==> src/rtl/hlcd_pkg.sv <==
package hlcd_pkg;

  // Phase length in input cycles for a count field; an all-zero field means 2**width.
  function automatic int unsigned phase_len(input int unsigned field, input int unsigned width);
    if (field == 0) return 32'd1 << width;
    return field;
  endfunction

  // Half-cycles spent high in one period, given the extension flag.
  function automatic int unsigned high_halves(input int unsigned hi_cycles, input bit ext);
    return 2 * hi_cycles + (ext ? 1 : 0);
  endfunction

endpackage

==> src/rtl/hlcd_cfg_regs.sv <==
module hlcd_cfg_regs #(
  parameter int CNT_W    = 6,
  parameter int DEF_HIGH = 2,
  parameter int DEF_LOW  = 2
) (
  input  logic             clk_in,
  input  logic             rst,
  input  logic             cfg_load,
  input  logic [CNT_W-1:0] cfg_high,
  input  logic [CNT_W-1:0] cfg_low,
  input  logic             cfg_half_ext,
  input  logic             cfg_bypass,
  input  logic             apply_now,
  output logic [CNT_W-1:0] pend_high,
  output logic [CNT_W-1:0] act_high,
  output logic [CNT_W-1:0] act_low,
  output logic             act_ext,
  output logic             act_bypass
);

  logic [CNT_W-1:0] pend_low;
  logic             pend_ext;
  logic             pend_bypass;

  // Staging set: written by the strobe only.
  always_ff @(posedge clk_in or posedge rst) begin
    if (rst) begin
      pend_high   <= CNT_W'(DEF_HIGH);
      pend_low    <= CNT_W'(DEF_LOW);
      pend_ext    <= 1'b0;
      pend_bypass <= 1'b0;
    end else if (cfg_load) begin
      pend_high   <= cfg_high;
      pend_low    <= cfg_low;
      pend_ext    <= cfg_half_ext;
      pend_bypass <= cfg_bypass;
    end
  end

  // Active set: copied from staging only when a high phase starts.
  always_ff @(posedge clk_in or posedge rst) begin
    if (rst) begin
      act_high   <= CNT_W'(DEF_HIGH);
      act_low    <= CNT_W'(DEF_LOW);
      act_ext    <= 1'b0;
      act_bypass <= 1'b0;
    end else if (apply_now) begin
      act_high   <= pend_high;
      act_low    <= pend_low;
      act_ext    <= pend_ext;
      act_bypass <= pend_bypass;
    end
  end

endmodule

==> src/rtl/hlcd_phase_ctr.sv <==
module hlcd_phase_ctr
  import hlcd_pkg::*;
#(
  parameter int CNT_W = 6,
  localparam int RUN_W = CNT_W + 1
) (
  input  logic             clk_in,
  input  logic             rst,
  input  logic [CNT_W-1:0] next_high,
  input  logic [CNT_W-1:0] act_low,
  input  logic             act_bypass,
  output logic             hi_q,
  output logic [RUN_W-1:0] remain,
  output logic             idle,
  output logic             start_high,
  output logic             end_high,
  output logic             low_done
);

  assign idle       = (remain == '0);
  assign low_done   = !hi_q && (remain == RUN_W'(1));
  // Bypass restarts a one-cycle "period" on every edge, so counting is effectively off.
  assign start_high = idle || act_bypass || low_done;
  assign end_high   = hi_q && (remain == RUN_W'(1)) && !start_high;

  always_ff @(posedge clk_in or posedge rst) begin
    if (rst) begin
      hi_q   <= 1'b0;
      remain <= '0;
    end else if (start_high) begin
      hi_q   <= 1'b1;
      remain <= RUN_W'(phase_len(32'(next_high), CNT_W));
    end else if (end_high) begin
      hi_q   <= 1'b0;
      remain <= RUN_W'(phase_len(32'(act_low), CNT_W));
    end else begin
      remain <= remain - RUN_W'(1);
    end
  end

endmodule

==> src/rtl/hlcd_edge_mux.sv <==
module hlcd_edge_mux (
  input  logic clk_in,
  input  logic rst,
  input  logic hi_q,
  input  logic act_ext,
  input  logic act_bypass,
  output logic neg_q,
  output logic clk_out
);

  // Copy of the high-phase flag, retimed half a cycle later.
  always_ff @(negedge clk_in or posedge rst) begin
    if (rst) neg_q <= 1'b0;
    else     neg_q <= hi_q;
  end

  // OR of two overlapping high windows: rise from hi_q, late fall from neg_q.
  assign clk_out = act_bypass ? clk_in : (hi_q | (act_ext & neg_q));

endmodule

==> src/rtl/hlcd_clkdiv.sv <==
module hlcd_clkdiv #(
  parameter int CNT_W    = 6,
  parameter int DEF_HIGH = 2,
  parameter int DEF_LOW  = 2
) (
  input  logic             clk_in,
  input  logic             rst,
  input  logic             cfg_load,
  input  logic [CNT_W-1:0] cfg_high,
  input  logic [CNT_W-1:0] cfg_low,
  input  logic             cfg_half_ext,
  input  logic             cfg_bypass,
  output logic             clk_out
);

  localparam int RUN_W = CNT_W + 1;

  logic [CNT_W-1:0] pend_high;
  logic [CNT_W-1:0] act_high;
  logic [CNT_W-1:0] act_low;
  logic             act_ext;
  logic             act_bypass;
  logic             hi_q;
  logic             neg_q;
  logic [RUN_W-1:0] remain;
  logic             idle;
  logic             start_high;
  logic             end_high;
  logic             low_done;

  hlcd_cfg_regs #(
    .CNT_W(CNT_W), .DEF_HIGH(DEF_HIGH), .DEF_LOW(DEF_LOW)
  ) u_cfg (
    .clk_in(clk_in), .rst(rst), .cfg_load(cfg_load),
    .cfg_high(cfg_high), .cfg_low(cfg_low),
    .cfg_half_ext(cfg_half_ext), .cfg_bypass(cfg_bypass),
    .apply_now(start_high), .pend_high(pend_high),
    .act_high(act_high), .act_low(act_low),
    .act_ext(act_ext), .act_bypass(act_bypass)
  );

  hlcd_phase_ctr #(.CNT_W(CNT_W)) u_ctr (
    .clk_in(clk_in), .rst(rst), .next_high(pend_high),
    .act_low(act_low), .act_bypass(act_bypass),
    .hi_q(hi_q), .remain(remain), .idle(idle),
    .start_high(start_high), .end_high(end_high), .low_done(low_done)
  );

  hlcd_edge_mux u_mux (
    .clk_in(clk_in), .rst(rst), .hi_q(hi_q),
    .act_ext(act_ext), .act_bypass(act_bypass),
    .neg_q(neg_q), .clk_out(clk_out)
  );

endmodule

==> config.mk <==
export PLATFORM = sky130hd
export DESIGN_NAME = hlcd_clkdiv
export DESIGN_NICKNAME = d
export VERILOG_FILES = /design/src/rtl/hlcd_pkg.sv /design/src/rtl/hlcd_cfg_regs.sv /design/src/rtl/hlcd_phase_ctr.sv /design/src/rtl/hlcd_edge_mux.sv /design/src/rtl/hlcd_clkdiv.sv
export SDC_FILE = /design/constraint.sdc
export NUM_CORES = 1
export LEC_CHECK = 0
export BUFFER_PORTS_ARGS = -buffer_cell sky130_fd_sc_hd__buf_4
export CAP_MARGIN = 40
export CORE_ASPECT_RATIO = 0.9
export CORE_MARGIN = 3
export CORE_UTILIZATION = 62
export DETAILED_ROUTE_END_ITERATION = 6
export PLACE_DENSITY = 0.83
export SYNTH_ARGS = -nofsm -noshare
export SYNTH_HDL_FRONTEND = slang
export SYNTH_HIERARCHICAL = 1
export SYNTH_SLANG_ARGS = --single-unit
==> constraint.sdc <==
create_clock -name clk_in -period 3.8 [get_ports clk_in]
set_clock_uncertainty 0.15 [all_clocks]
set_input_delay 0.76 -clock clk_in [delete_from_list [all_inputs] [get_ports clk_in]]
set_output_delay 0.76 -clock clk_in [all_outputs]
set_load 0.01 [all_outputs]
; ---- After elaboration in Yosys (flattened, before gate mapping)
; Cells that the tools add are included.
[classes]
addsub = 1
n_mul = 0
n_div = 0
n_lt_le_gt_ge = 0
eq_ne = 1
n_shift = 0
muxes = 14
bitwise = 2
n_reduce_logical = 11
[op_table]
columns = cell, count
row1 = 7-bit two-way mux, 6
row2 = 6-bit logical NOT, 2
row3 = 1-bit two-way mux, 8
row4 = 7-bit by 1-bit == test with 1-bit output (second input constant), 1
row5 = 7-bit logical NOT, 1
row6 = 7-bit by 1-bit subtractor with 7-bit output (second input constant), 1
row7 = 1-bit logical AND, 3
row8 = 1-bit logical NOT, 2
row9 = 1-bit logical OR, 2
row10 = 2-bit nonzero test, 1
row11 = 1-bit bitwise AND, 1
row12 = 1-bit OR, 1
[word_totals]
ff_bits = 31
latchBits = 0
ramBits = 0
romBits = 0
input_bits = 17
word_cells = 39
memories = 0

; ---- Logic depth before layout (Yosys ltp)
[logic_depth]
depth_word = 10
ltp_mapped = 7

; ---- Cells and area by module
; Netlist, hierarchy kept.
[by_module_without_submodules]
columns = module, instances, cells_per_inst, area_each_um2, seq_area_each_um2
row1 = hlcd_cfg_regs, 1, 59, 1047.3, 705.7
row2 = hlcd_phase_ctr, 1, 64, 638.1, 200.2
row3 = hlcd_edge_mux, 1, 5, 50.0, 25.0

==> results.md <==
* Run status: finished with violations
* Violated checks: negative setup slack
* Net Switching at 411.3 uW
* First-pass GRT wire length at 4340 um
* Crit path DAT at 2960 ps
* Max-slew violation count at 0
* Synthesized netlist cell count at 114
* Worst-path cell chain: a211oi_2 > a21oi_1 > buf_4
* MaxCap Viol Count at 0
* Synth warn at 6
* Design Power at 1.277 mW
* First-pass DRT Iterations at 4
* Die ar. at 0.003056 sq mm
* Initial antenna violation count at 0
* Post-CTS Hold Fix Bufs at 0
* Unrepaired setup endpoints after global routing: yes
* WP buf/inv at 1
* Clk buf depth at 2
* Worst slew margin at 47.08%
* Cts bufs inserted at 5
* GRT Overall Usage at 19.91%
* Leakage at 0.7920 nW
* Critical-path maximum fanout at 1
* Post-DP HPWL at 1958 um
* Gr ovfl total at 0
* Placed cell count at 156
* Crit path largest cell delay at 400 ps
* Final hold vios at 0
* Wire length per cell at 15.54 um
* VDD IR-drop max at 0.5373 mV
* Die Wd at 57.94 um
* Vias per Instance at 5.860
* CP Capture Point: clk_out
* Clock Power Share at 22.8%
* FF-to-FF setup slack at 1120 ps
* Min-delay worst type: primary input to asynchronous set/reset pin
* Worst setup SP type: flip-flop
* WHS at 232.3 ps
* Core Area at 0.002242 sq mm
* Largest net degree at the start of global routing at 23
* Worst-margin pin slew at 792.9 ps
* Worst r2r src: u_ctr/hi_q
* Layout Nets at 156
* DR iter-0 viols at 26
* Routed via count at 961
* Int Pwr at 865.9 uW
* TritonCTS clock tree: yes
* Layout cell share with drive strength beyond 1 at 44.53%
* Setup ws final at -74.07 ps
* Cells on worst reg2reg path at 0
* Final core occ at 77.12%
* Crit path launch: u_mux/neg_q
* GPL Wtd Cong at 0.9095
* Post-CTS setup buffers at 0
* Area Growth Syn to Fin at 14.88%
* Cell count along the critical path at 3
* Switching Share at 32.20%
* R2r endpoint: u_mux/neg_q
* Crit path kind: flip-flop to output pin
* Worst setup EP type: output pin
* Max stage delay cell, worst path: dfrtn_1
* Latest clock arrival within the worst-skew pair at 330 ps
* Pwr dens at 738.6 mW/mm^2
* Flop pwr share at 42.1%
* CP delay by family, top: flip-flops
* Mean Syn Cell Area at 13.20 sq um
* DRC viols at 0
* Diodes inserted at 0
* Gate power share at 35.1%
* Mapped Area at 0.001505 sq mm
* Final Setup Violations at 1
* Initial Util at 67.13%
* Ports at 18
* Final cell count without fillers at 164
* Root Buffer: clkbuf_4
* Detail Route Antenna Nets at 0
* Vias in the first global route at 946
* Die H at 52.75 um
* Final WL at 2548 um
* Clock-pin slew on the worst setup and hold paths at 100 ps
* CTS H-tree depth at 2
* Mapped Nets at 134
* Worst path required time at 2890 ps
* Std-Cell Rows at 16
* Final Instance Area at 0.001729 sq mm
* Area after DPL at 0.001644 sq mm
* Port Buffers at 17
-- layer usage --
| metal | GRT usage (%) | part of all wire (%) |
|---|---|---|
| met2 | 32.71 | 49 |
| met1 | 23.89 | 44 |
| met4 | 6.950 | 1.3 |
| met5 | 0 | 0 |
| met3 | 7.635 | 5.6 |
-- worst min-delay path by stage --
stage,start,to,slack [ps]
detailed placement,u_cfg/pend_low[5],u_cfg/act_low[5],340
floorplan,u_cfg/pend_low[0],u_cfg/pend_low[0],320
global route,rst,u_ctr/remain[5],250
CTS,rst,u_ctr/remain[4],230
finish,rst,u_ctr/remain[4],230
global placement,u_cfg/pend_bypass,u_cfg/act_bypass,340
-- cells in the final DEF, fill, tap and decap left out, types with 4 or more instances in the layout --
master	instances
clkbuf_4	5
a2bb2oi_1	4
mux2_2	22
buf_4	17
inv_1	10
nand2_1	5
mux2_4	6
dfrtp_1	27
-- layout make-up --
cell class | count | area [sq um]
Sequential cell | 31 | 779.5
Multi-Input combinational cell | 70 | 661.9
Fill cell | 156 | 513.0
Timing Repair Buffer | 16 | 120.1
Clock buffer | 7 | 58.81
Clock inverter | 3 | 37.54
Inverter | 10 | 37.54
Tap cell | 27 | 33.78
-- flip-flops by register name, indices dropped and copies added (netlist names) --
| name | cells |
|---|---|
| u_ctr/remain | 7 |
| u_ctr/hi_q | 1 |
| u_cfg/pend_bypass | 1 |
| u_cfg/act_low | 6 |
| u_cfg/pend_ext | 1 |
| u_mux/neg_q | 1 |
| u_cfg/act_bypass | 1 |
| u_cfg/pend_high | 6 |
| u_cfg/act_ext | 1 |
| u_cfg/pend_low | 6 |
-- per-stage QoR --
stage | worst slack, ps | TNS (ps)
6_report | -74.07 | -74.07
5_1_grt | -131.4 | -131.4
4_1_cts | -95.76 | -95.76
3_5_place_dp | 305.8 | 0
3_3_place_gp | 312.4 | 0
2_1_floorplan | 343.1 | 0
-- power by group through the flow --
stage / Combinational [mW] / Clock, mW / Sequential (mW)
2_1_floorplan: 0.391 / 0.0132 / 0.513
3_3_place_gp: 0.430 / 0.0249 / 0.539
3_5_place_dp: 0.444 / 0.0249 / 0.545
4_1_cts: 0.448 / 0.299 / 0.539
5_1_grt: 0.491 / 0.313 / 0.553
6_report: 0.448 / 0.291 / 0.538
-- what timing repair did --
action	CTS	global route
gates resized for setup	0	0
cloned	0	0
endpoints found under the setup margin	1	1
Note: power is estimated with default switching activity, not from simulation.
